===== config.mk =====
export PLATFORM = sky130hd
export DESIGN_NAME = dec_timer
export DESIGN_NICKNAME = d
export VERILOG_FILES = /design/src/rtl/dec_pkg.sv /design/src/rtl/dec_count_reg.sv /design/src/rtl/dec_event_detect.sv /design/src/rtl/dec_irq_ctrl.sv /design/src/rtl/dec_timer.sv
export SDC_FILE = /design/constraint.sdc
export NUM_CORES = 1
export LEC_CHECK = 0
export BUFFER_PORTS_ARGS = -buffer_cell sky130_fd_sc_hd__buf_2
export CAP_MARGIN = 15
export CORE_MARGIN = 2
export CORE_UTILIZATION = 29
export CTS_BUF_LIST = sky130_fd_sc_hd__clkbuf_16
export CTS_CLUSTER_SIZE = 40
export DETAILED_ROUTE_END_ITERATION = 8
export PLACE_DENSITY = 0.55
export SKIP_LAST_GASP = 1
export SYNTH_ARGS = -nofsm -noshare
export SYNTH_HDL_FRONTEND = slang
export SYNTH_SLANG_ARGS = --single-unit

===== constraint.sdc =====
create_clock -name clk -period 3.9 [get_ports clk]
set_input_delay 0.78 -clock clk [delete_from_list [all_inputs] [get_ports clk]]
set_output_delay 0.78 -clock clk [all_outputs]
set_load 0.02 [all_outputs]

===== src/rtl/dec_pkg.sv =====
package dec_pkg;

    typedef enum logic [1:0] {
        MODE_FLAG  = 2'b00,
        MODE_EDGE  = 2'b01,
        MODE_LEVEL = 2'b10
    } mode_e;

    // events presented by the detector to the interrupt controller
    typedef struct packed {
        logic upd;        // count register changes this cycle
        logic near_tick;  // tick taken from a count below the near limit
        logic msb_rise;   // sign bit goes 0 -> 1
        logic nxt_msb;    // sign bit of the updated count
        logic wr_small;   // write of a value below the near limit
        logic wr_lower;   // write with sign clear and not small
    } dec_evt_t;

    function automatic logic below_limit(input logic [31:0] v, input int unsigned lim);
        return v < lim;
    endfunction

endpackage


===== src/rtl/dec_count_reg.sv =====
module dec_count_reg #(
    parameter int WIDTH = 32
) (
    input  logic             clk,
    input  logic             rst,
    input  logic             wr_en,
    input  logic [WIDTH-1:0] wr_data,
    input  logic             tick,
    output logic [WIDTH-1:0] cnt_q,
    output logic [WIDTH-1:0] cnt_nxt,
    output logic             upd
);
    localparam logic [WIDTH-1:0] ALL_ONES = {WIDTH{1'b1}};
    localparam logic [WIDTH-1:0] ONE      = {{(WIDTH-1){1'b0}}, 1'b1};

    always_comb begin
        upd = wr_en | tick;
        if (wr_en)
            cnt_nxt = wr_data;
        else if (tick)
            cnt_nxt = cnt_q - ONE;
        else
            cnt_nxt = cnt_q;
    end

    always_ff @(posedge clk) begin
        if (rst)
            cnt_q <= ALL_ONES;
        else
            cnt_q <= cnt_nxt;
    end
endmodule


===== src/rtl/dec_event_detect.sv =====
module dec_event_detect
    import dec_pkg::*;
#(
    parameter int WIDTH      = 32,
    parameter int NEAR_LIMIT = 3
) (
    input  logic             wr_en,
    input  logic [WIDTH-1:0] wr_data,
    input  logic             tick,
    input  logic             upd,
    input  logic [WIDTH-1:0] cnt_q,
    input  logic [WIDTH-1:0] cnt_nxt,
    output dec_evt_t         evt
);
    localparam int MSB = WIDTH - 1;
    localparam logic [WIDTH-1:0] LIMIT = WIDTH'(NEAR_LIMIT);

    logic tick_taken;

    always_comb begin
        tick_taken    = tick & ~wr_en;
        evt.upd       = upd;
        evt.near_tick = tick_taken & (cnt_q < LIMIT);
        evt.msb_rise  = upd & ~cnt_q[MSB] & cnt_nxt[MSB];
        evt.nxt_msb   = cnt_nxt[MSB];
        evt.wr_small  = wr_en & (wr_data < LIMIT);
        evt.wr_lower  = wr_en & ~wr_data[MSB] & ~(wr_data < LIMIT);
    end
endmodule


===== src/rtl/dec_irq_ctrl.sv =====
module dec_irq_ctrl
    import dec_pkg::*;
(
    input  logic     clk,
    input  logic     rst,
    input  mode_e    mode,
    input  dec_evt_t evt,
    input  logic     ack,
    input  logic     stat_clr,
    output logic     irq,
    output logic     status
);
    logic flag_q, flag_d;
    logic pend_q, pend_d;
    logic flag_set, edge_set, level_set;

    always_comb begin
        flag_set  = evt.near_tick | evt.wr_small;
        edge_set  = evt.msb_rise  | evt.wr_small;
        level_set = evt.wr_small  | (evt.upd & evt.nxt_msb);

        flag_d = flag_q;
        pend_d = pend_q;
        unique case (mode)
            MODE_FLAG: begin
                if (flag_set)      flag_d = 1'b1;
                else if (stat_clr) flag_d = 1'b0;
            end
            MODE_EDGE: begin
                if (edge_set)      pend_d = 1'b1;
                else if (ack)      pend_d = 1'b0;
            end
            MODE_LEVEL: begin
                if (level_set)     pend_d = 1'b1;
                else if (evt.wr_lower) pend_d = 1'b0;
            end
            default: begin
                flag_d = flag_q;
                pend_d = pend_q;
            end
        endcase
    end

    always_ff @(posedge clk) begin
        if (rst) begin
            flag_q <= 1'b0;
            pend_q <= 1'b0;
        end else begin
            flag_q <= flag_d;
            pend_q <= pend_d;
        end
    end

    assign status = flag_q;
    assign irq    = (mode == MODE_FLAG) ? flag_q : pend_q;
endmodule


===== src/rtl/dec_timer.sv =====
module dec_timer
    import dec_pkg::*;
#(
    parameter int WIDTH      = 32,
    parameter int NEAR_LIMIT = 3
) (
    input  logic             clk,
    input  logic             rst,
    input  logic [1:0]       mode_sel,
    input  logic             wr_en,
    input  logic [WIDTH-1:0] wr_data,
    input  logic             tick,
    input  logic             ack,
    input  logic             stat_clr,
    output logic [WIDTH-1:0] count_q,
    output logic             irq,
    output logic             status
);
    logic [WIDTH-1:0] cnt_nxt;
    logic             upd;
    dec_evt_t         evt;
    mode_e            mode;

    assign mode = mode_e'(mode_sel);

    dec_count_reg #(.WIDTH(WIDTH)) u_cnt (
        .clk(clk), .rst(rst), .wr_en(wr_en), .wr_data(wr_data), .tick(tick),
        .cnt_q(count_q), .cnt_nxt(cnt_nxt), .upd(upd)
    );

    dec_event_detect #(.WIDTH(WIDTH), .NEAR_LIMIT(NEAR_LIMIT)) u_evt (
        .wr_en(wr_en), .wr_data(wr_data), .tick(tick), .upd(upd),
        .cnt_q(count_q), .cnt_nxt(cnt_nxt), .evt(evt)
    );

    dec_irq_ctrl u_irq (
        .clk(clk), .rst(rst), .mode(mode), .evt(evt), .ack(ack),
        .stat_clr(stat_clr), .irq(irq), .status(status)
    );
endmodule


==> metrics list, run 1 <==
- Status: finished clean
- Aggregate negative setup slack: 0 ns
* Yosys warning total: 0
* Number of nets produced by synthesis: 291
* Main combinational cell family by area after synthesis: simple AND/OR/NAND/NOR gates
- Largest net degree at the start of global routing: 25
- After detailed routing, the number of remaining DRC violations is 0.
* CP Launch Type: primary input
- Met2 global-route usage: 26.4%
- The detailed router placed 2,080 vias in this run.
* Top area cells in the synthesized netlist: sky130_fd_sc_hd__dfxtp_1 34%, sky130_fd_sc_hd__xnor2_1 5.7%, sky130_fd_sc_hd__nand2_1 5.6%, sky130_fd_sc_hd__nor3_1 5.5%, sky130_fd_sc_hd__xor2_1 5.2%
* Routed Wire Length: 6150 um
* Leakage power: 1.01 nW
* VDD IR-drop max: 0.000157 V
* Worst hold path class: flip-flop to flip-flop
- Number of buffers added by the clock tree synthesis step: 5
* Number of setup violations in the final report: 0
* Period Utilization, post-route: 65.3%
- TritonCTS built the clock tree.
- The number of gates resized after CTS was 0.
- Area of the core: 0.00676 mm^2
- Gr ovfl total: 0
* Design Power: 0.924 mW
- After synthesis, flip-flops and latches occupy 33.9% of the total area.
- Starting DRC count in detailed routing: 89
- Non-filler instance count after layout: 397
- Post-synthesis share of cell area spent on xor and xnor gates: 10.9%
- In this run the most used layer during global routing was met2.
- For this run, asynchronously set or reset flops after synthesis account for 0%.
* Placement row count: 30
- Synthesized-area fraction occupied by ao, oa, aoi and oai cells: 13.8%
- Net switching power figure: 0.265 mW
- Multiplexer fraction of the synthesized cell area: 3.55%
- Placed cell count: 391
* Share of post-route cells with drive strength above 1: 28.4%
- Prevailing post-synth register cell: sky130_fd_sc_hd__dfxtp_1
- Routability-driven placement finished with a final weighted congestion of 0.782.
* Area of the multi-input gates: 0.00127 mm^2
* Wire length of the first global-routing pass: 9390 um
- Netlist area before placement: 0.00201 mm^2
* Deepest clock path buffer count: 2
- Layout area overhead: 28.3%
* Slew margin rel.: 44.4%
- Clock slew at reported path FFs: 0.05 ns
* Fill cell instance count of the final layout: 735
* Number of antenna violations at the first check in global routing: 0
- Top cell type's share of synthesized area: 33.9%
- Of the total power, the clock network draws 40.2%.
- Global routing used 15.9% of the available tracks across all layers.
- Worst setup EP type: flip-flop
* Num ports: 74
- The share of total power dissipated in sequential elements is 43.1%.
* Met3 Usage GRT: 4.27%
- After clock tree synthesis, the setup repair step added 0 buffers.
- Worst-case clock skew: 0.00575 ns
* Detail Placement HPWL: 4640 um
- Fmax achieved: 0.393 GHz
- Critical path peak fanout: 13
- Die area: 0.00761 mm^2
- For met1 alone, demand over resource in global routing was 20.3%.
* Number of standard cells after synthesis: 246
- Setup repair after global routing left no endpoint under its margin.
- Switch share: 28.7%
- Final period demand of the worst path: 2.55 ns
- Summing all flip-flop and latch instances after layout gives 681 um^2.
- At the worst endpoint, the required time is 4.01 ns.
- Mean cell area of the mapped netlist: 8.16 um^2
* Detailed-route vias per instance: 5.24
* Unique masters post-synth: 45
- Hold_buf cts: 0
* Detailed-router iteration count before antenna repair: 4
- The biggest area contributor in the post-synthesis netlist is sky130_fd_sc_hd__dfxtp_1.
* DRT antenna net count: 0
* Antenna Cells: 0
* Crit Path Category: primary input to flip-flop
- At the pin with the least slew margin, the transition time is 0.831 ns.
* Height of the die: 87.2 um
* Total power divided by cell area: 359 mW/mm^2
- The final number of hold-violating endpoints is 0.
- Max-cap violations in this run came to 0.
* Final nets: 363
* Number of buffer cells added on primary ports: 73
- The cell sitting at the root of the clock tree is a sky130_fd_sc_hd__clkbuf_16.
- The clock tree synthesis step divided the H-tree into 2 levels.
- Total internal power: 0.659 mW
- Area fraction in and, or, nand and nor cells after synthesis: 32.0%
* Skew-Pair Late Insertion Delay: 0.28 ns
* Share of total power in combinational logic: 16.7%
- The clock drives 34 sinks.
* Number of flip-flops and latches in the synthesized netlist: 34
- Arithmetic-cell share of the synthesized area counting full adders, half adders and majority gates: 3.12%
* Initial Util: 29.7%
- Commonest cells after routing, fill and taps aside: 73 x sky130_fd_sc_hd__buf_2, 34 x sky130_fd_sc_hd__dfxtp_1, 30 x sky130_fd_sc_hd__nand2_1
- Vias in the first global route: 1,919
- Final count of pins violating max slew: 0
- Post-DR wirelength/cell: 15.5 um
- From left edge to right edge, the die measures 87.2 um.
- Number of enable flip-flop cells after synthesis: 0
- Crit path arrival time: 2.66 ns
- Leaving out fill and tap cells, the most frequent cell in the layout is sky130_fd_sc_hd__buf_2.
cell families after synthesis:
logic type | after synthesis
AO/OA/AOI/OAI | 44
flip-flops | 34
XOR/XNOR | 25
AND/OR/NAND/NOR | 116
buffers and inverters | 15
adder cells (fa/ha/maj) | 5
multiplexers | 7
state kept, by name (all words and copies together), names as in the netlist:
| name | cells |
|---|---|
| u_irq.pend_q | 1 |
| u_cnt.cnt_q | 32 |
| u_irq.status | 1 |
power groups by stage:
stage / clock, mW / combinational, mW / sequential [mW]
2_1_floorplan: 0 / 0.0659 / 0.425
5_1_grt: 0.391 / 0.170 / 0.402
3_3_place_gp: 0 / 0.152 / 0.406
3_5_place_dp: 0 / 0.154 / 0.405
4_1_cts: 0.371 / 0.155 / 0.398
6_report: 0.372 / 0.154 / 0.398
routing by layer:
metal	wire, um	vias to the layer above
met1	2800	986
met5	0	-
met4	57	0
met2	2930	56
met3	360	5
li1	-	1033
critical path: stages:
cell and delay (ns):
sky130_fd_sc_hd__buf_2 0.21, sky130_fd_sc_hd__or4b_1 0.53, sky130_fd_sc_hd__nor2_1 0.33, sky130_fd_sc_hd__nand4_1 0.29, sky130_fd_sc_hd__o31a_1 0.31, sky130_fd_sc_hd__nor3_1 0.11, sky130_fd_sc_hd__o21ai_0 0.09
final timing paths:
check | startpoint | endpoint | slack [ns] | depth (start not counted)
max | tick | u_cnt.cnt_q[30]$_SDFFE_PP1N_ | 1.35 | 7
min | u_irq.status$_SDFFE_PP0P_ | u_irq.status$_SDFFE_PP0P_ | 0.48 | 2
max reg2reg | u_cnt.cnt_q[2]$_SDFFE_PP1N_ | u_cnt.cnt_q[30]$_SDFFE_PP1N_ | 1.62 | 6
min reg2reg | u_irq.status$_SDFFE_PP0P_ | u_irq.status$_SDFFE_PP0P_ | 0.48 | 2
area by class of cell:
cell class	instances	area share [%]
clock inverter	1	0.146
inverter	6	0.874
multi-input combinational	197	49.3
tap	80	3.89
timing repair buffer	74	14.5
sequential	34	26.4
clock buffer	5	4.86
cell usage after synthesis, types with 2 or more instances:
cell type,count
sky130_fd_sc_hd__o21a_1,2
sky130_fd_sc_hd__a21oi_1,11
sky130_fd_sc_hd__o31a_1,2
sky130_fd_sc_hd__nand2_1,30
sky130_fd_sc_hd__xnor2_1,13
sky130_fd_sc_hd__inv_1,6
sky130_fd_sc_hd__o21ai_0,13
sky130_fd_sc_hd__nor4_1,14
sky130_fd_sc_hd__clkbuf_1,8
sky130_fd_sc_hd__nor3_1,22
sky130_fd_sc_hd__mux2i_1,6
sky130_fd_sc_hd__nand3_1,5
sky130_fd_sc_hd__dfxtp_1,34
sky130_fd_sc_hd__and3_1,3
sky130_fd_sc_hd__xor2_1,12
sky130_fd_sc_hd__nand4_1,5
sky130_fd_sc_hd__nand2b_1,3
sky130_fd_sc_hd__o211ai_1,8
sky130_fd_sc_hd__or3_1,2
sky130_fd_sc_hd__ha_1,5
sky130_fd_sc_hd__nor2_1,16
sky130_fd_sc_hd__or4_1,3
metrics by stage:
| stage | hold slack [ns] | setup slack, ns | util [%] | instance area, um^2 |
|---|---|---|---|---|
| 2_1_floorplan | 0.537 | 1.48 | - | 2010 |
| 3_3_place_gp | 0.458 | 1.15 | 36.2 | 2450 |
| 3_5_place_dp | 0.473 | 1.05 | 36.2 | 2450 |
| 4_1_cts | 0.478 | 1.34 | 38.1 | 2580 |
| 5_1_grt | 0.502 | 1.14 | 38.1 | 2580 |
| 6_report | 0.475 | 1.35 | 38.1 | 2580 |
No activity file was read; power rests on OpenSTA's default activity.
==> run 2: changes to the inputs <==
--- a/config.mk
+++ b/config.mk
@@ -5,6 +5,7 @@
 export SDC_FILE = /design/constraint.sdc
 export NUM_CORES = 1
 export LEC_CHECK = 0
+export ABC_AREA = 1
 export BUFFER_PORTS_ARGS = -buffer_cell sky130_fd_sc_hd__buf_2
 export CAP_MARGIN = 15
 export CORE_MARGIN = 2
==> constraint.sdc (replaced) <==
create_clock -name clk -period 2.3 [get_ports clk]
set_input_delay 0.46 -clock clk [delete_from_list [all_inputs] [get_ports clk]]
set_output_delay 0.46 -clock clk [all_outputs]
set_load 0.02 [all_outputs]
==> metrics list, run 2 <==
- Placement row count: 33 (+10%)
- Measured slew at the worst slew-check pin: 0.868 ns (+0.0373 ns)
- The cell area after synthesis came to 0.00238 mm^2 (+18%).
* Hold endpoint: u_irq.status$_SDFFE_PP0P_
- The clock-pin slew of the registers on the worst-case setup and hold paths is 0.05 ns (about the same).
- Share of total power in combinational logic: 20.8% (+4.1 points)
- Aggregate negative setup slack: 0 ns (unchanged)
* Detailed-route vias per instance: 5.08 (-3.1%)
- Reg-to-Reg Start: u_cnt.cnt_q[0]$_SDFFE_PP1N_
- DIE WIDTH: 94.6 um (+8.4%)
* Number of buffers added by the clock tree synthesis step: 5 (unchanged)
- Die area: 0.00894 mm^2 (+18%)
* Switch share: 31.1% (+2.3 points)
- Clock root cell: sky130_fd_sc_hd__clkbuf_16
* Gr ovfl total: 0 (unchanged)
* Total internal power: 1.16 mW (+76%)
- Cell with the most instances after synthesis: sky130_fd_sc_hd__nor2_1
- The cell depth of the worst flop-to-flop path was 10 (+4).
- The routed via count came to 2,697 (+30%).
- The global-route wire length before repair came to 12,800 um (+36%).
* Cells on Worst Hold Path: 4 (+2)
- Top cell type's share of synthesized area: 28.6% (-5.3 points)
- Antenna Cells: 0 (unchanged)
* Status: finished clean
- Post-DR wirelength/cell: 14.4 um (-6.9%)
- The initial antenna violation count was 0 (unchanged).
* Number of nets produced by synthesis: 397 (+36%)
- The path class of the tightest hold or removal check is primary input to flip-flop.
* Number of clock sinks seen by CTS: 34 (unchanged)
- The total number of H-tree levels came to 2 (unchanged).
* Pre-CTS WS: 0.219 ns (-0.830 ns)
- Final hold slack: 0.443 ns (-0.0317 ns)
- Detailed-router iteration count before antenna repair: 4 (unchanged)
- Final nets: 471 (+30%)
* Initial Util: 29.4% (-0.33 points)
* Fmax achieved: 0.484 GHz
- The total power density per cell area is 560 mW/mm^2 (+56%).
* Final count of pins violating max slew: 0 (unchanged)
* Portion of total power attributed to the clock network: 37.2% (-3.0 points)
* Top area cells in the synthesized netlist: sky130_fd_sc_hd__dfxtp_1 29%, sky130_fd_sc_hd__nor2_1 9.3%, sky130_fd_sc_hd__nand2_1 8.2%, sky130_fd_sc_hd__a22oi_1 7.9%, sky130_fd_sc_hd__inv_1 5.8%
- Worst setup EP type: flip-flop
- The share of final-layout standard cells stronger than drive strength 1 came to 24.4% (-4.0 points).
- Most flops, register: u_cnt.cnt_q
* Num ports: 74 (unchanged)
* Starting DRC count in detailed routing: 179 (+100%)
* Cell Chain, Critical Path: inv_1 -> ha_1 -> nand2_1 -> nor2_2 -> nand2_1 -> nor2_2 -> nand3_1 -> o21ai_0 -> a21oi_1 -> nand3b_1
- Flop2flop setup slack: 0.23 ns (-1.39 ns)
- The post-cts hold buffer count was 0 (unchanged).
- The final estimated routing congestion in global placement is 0.896 (+15%).
- Total routing resource utilization after global routing: 18.2% (+2.3 points)
* Number of flip-flops in the largest register: 32 (unchanged)
* Commonest cells after routing, fill and taps aside: 73 x sky130_fd_sc_hd__buf_2, 57 x sky130_fd_sc_hd__nor2_1, 52 x sky130_fd_sc_hd__nand2_1
- The area of the core was 0.00809 mm^2 (+20%).
* Largest net degree at the start of global routing: 35 (+40%)
- The reported net switching power was 0.522 mW (+97%).
- Number of buffer cells added on primary ports: 73 (unchanged)
- Portion of total power attributed to sequential cells: 41.9% (-1.2 points)
- Placed cell count: 524 (+34%)
- Unrepaired setup endpoints after global routing: no
* Sequential share of the synthesized area: 28.6% (-5.3 points)
* Critical path's largest stage delay: 0.35 ns (-0.18 ns)
- Leaving out fill and tap cells, the most frequent cell in the layout is sky130_fd_sc_hd__buf_2.
- The worst ir drop on vdd was 0.000285 V (+81%).
- The count of endpoints failing setup in the final report is 0 (unchanged).
- Crit path arrival time: 2.20 ns (-0.46 ns)
* Non-filler instance count after layout: 531 (+34%)
- Critical path peak fanout: 5 (-8)
* Routed Wire Length: 7660 um (+25%)
* End of the worst register-to-register path: u_cnt.cnt_q[28]$_SDFFE_PP1N_
- The number of synthesized flops with an enable pin is 0 (unchanged).
* Unique masters post-synth: 38 (-16%)
- Leakage power: 1.24 nW (+23%)
- Crit Path Category: flip-flop to flip-flop
- The slack of the critical path came to 0.232 ns (-1.12 ns).
* Vias in the first global route: 2,671 (+39%)
* Largest area contributor in the netlist: sky130_fd_sc_hd__dfxtp_1
- The remaining design rule violation count was 0 (unchanged).
- The worst hold path begins at stat_clr.
* Worst-case clock skew: 0.00588 ns (+0.000131 ns)
* TritonCTS clock tree: done
- The required time of the worst setup path was 2.43 ns (-1.58 ns).
- Skew-Pair Late Insertion Delay: 0.28 ns (about the same)
* Layout area overhead: 26.2%
- Async set-reset flop share out of synthesis: 0% (unchanged)
- CP Launch Type: flip-flop
- The average instance area after synthesis came to 6.76 um^2 (-17%).
- DRT antenna net count: 0 (unchanged)
- The post-synthesis cell count came to 352 (+43%).
* Slew margin rel.: 41.8% (-2.6 points)
* Number of failing hold endpoints at the final stage: 0 (unchanged)
- The height of the die was 94.6 um (+8.4%).
* Number of flip-flops and latches in the synthesized netlist: 34 (unchanged)
* Slowest library cell on the worst path: sky130_fd_sc_hd__dfxtp_1
* Max-cap violation count: 0 (unchanged)
* Detail Placement HPWL: 6030 um (+30%)
- After layout, the minimum clock period comes to 2.07 ns.
* Yosys warning total: 0 (unchanged)
- Deepest clock path buffer count: 2 (unchanged)
- By count the netlist is led by 59 x sky130_fd_sc_hd__nor2_1, 52 x sky130_fd_sc_hd__nand2_1, 37 x sky130_fd_sc_hd__inv_1.
* Period Utilization, post-route: 89.9%
- In the synthesized netlist the dominant register cell turns out to be sky130_fd_sc_hd__dfxtp_1.
==> run 2: changes by cell type after synthesis, moves of 16 or more <==
cell,previous run,this run
sky130_fd_sc_hd__nand2_1,30,52
sky130_fd_sc_hd__nand3_1,5,27
sky130_fd_sc_hd__nor2_1,16,59
sky130_fd_sc_hd__a22oi_1,0,25
sky130_fd_sc_hd__inv_1,6,37
sky130_fd_sc_hd__nor3_1,22,6
==> run 2: through the flow <==
step | util (%) | total power [mW] | area, um^2
floorplan | - | 0.920 | 2380
global placement | 35.4 | 1.07 | 2870
detailed placement | 35.4 | 1.07 | 2870
CTS | 37.1 | 1.69 | 3000
global route | 37.1 | 1.76 | 3000
finish | 37.1 | 1.68 | 3000
==> run 2: kinds of logic (layout without fill, tap and decap cells) <==
| family | after synthesis | in the layout | synth area share [%] |
|---|---|---|---|
| buffers and inverters | 50 | 124 | 8.00 |
| adders and majority gates | 5 | 5 | 2.63 |
| DFF | 34 | 34 | 28.6 |
| xor gates and xnor gates | 10 | 10 | 3.68 |
| muxes | 1 | 1 | 0.473 |
| and+or+nand+nor | 176 | 176 | 34.8 |
| AOI/OAI and AO/OA | 76 | 76 | 21.8 |
==> run 2: area by class of cell <==
cell class	count	area, um^2
tap	105	131
fill	931	5090
sequential	34	681
timing repair buffer	77	395
clock buffer	5	125
inverter	40	150
clock inverter	2	7.51
multi-input combinational	268	1510
==> run 2: worst max-delay path: cells and delay by family, from the launching register on <==
kind / cells / cell delay (ns)
compound gates: 2 / 0.27
flops: 1 / 0.35
buf+inv: 1 / 0.10
fa+ha+maj: 1 / 0.25
simple gates: 6 / 0.95
==> run 2: worst max path at each step <==
stage | from | slack [ns] | cells after the start | to
detailed placement | u_cnt.cnt_q[0]$_SDFFE_PP1N_ | 0.22 | 10 | u_cnt.cnt_q[28]$_SDFFE_PP1N_
global route | u_cnt.cnt_q[0]$_SDFFE_PP1N_ | 0.005 | 10 | u_cnt.cnt_q[28]$_SDFFE_PP1N_
finish | u_cnt.cnt_q[0]$_SDFFE_PP1N_ | 0.23 | 10 | u_cnt.cnt_q[28]$_SDFFE_PP1N_
global placement | u_cnt.cnt_q[0]$_SDFFE_PP1N_ | 0.28 | 10 | u_cnt.cnt_q[28]$_SDFFE_PP1N_
floorplan | u_cnt.cnt_q[0]$_SDFFE_PP1N_ | 0.53 | 10 | u_cnt.cnt_q[28]$_SDFFE_PP1N_
CTS | u_cnt.cnt_q[0]$_SDFFE_PP1N_ | 0.20 | 10 | u_cnt.cnt_q[28]$_SDFFE_PP1N_
==> run 2: per-layer routing <==
metal | global-route usage (%) | part of all wire, %
met1 | 23.3 | 45
met2 | 31.0 | 47
met3 | 3.51 | 6.1
met4 | 5.31 | 1.7
met5 | 0 | 0
==> run 2: timing repair <==
| item | 4_1_cts | 5_1_grt |
|---|---|---|
| setup endpoints to repair | 0 | 1 |
| resized for setup | 0 | 1 |
| endpoints found under the hold margin | 0 | 0 |
| buffers inserted | 0 | 0 |
==> run 2: power by group through the flow <==
stage                     clock [mW]  sequential [mW]  combinational [mW]
after floorplan                    0            0.757               0.162
after global placement             0            0.717               0.349
after detailed placement           0            0.717               0.352
after CTS                      0.636            0.705               0.355
after global routing           0.657            0.714               0.392
final                          0.626            0.705               0.350
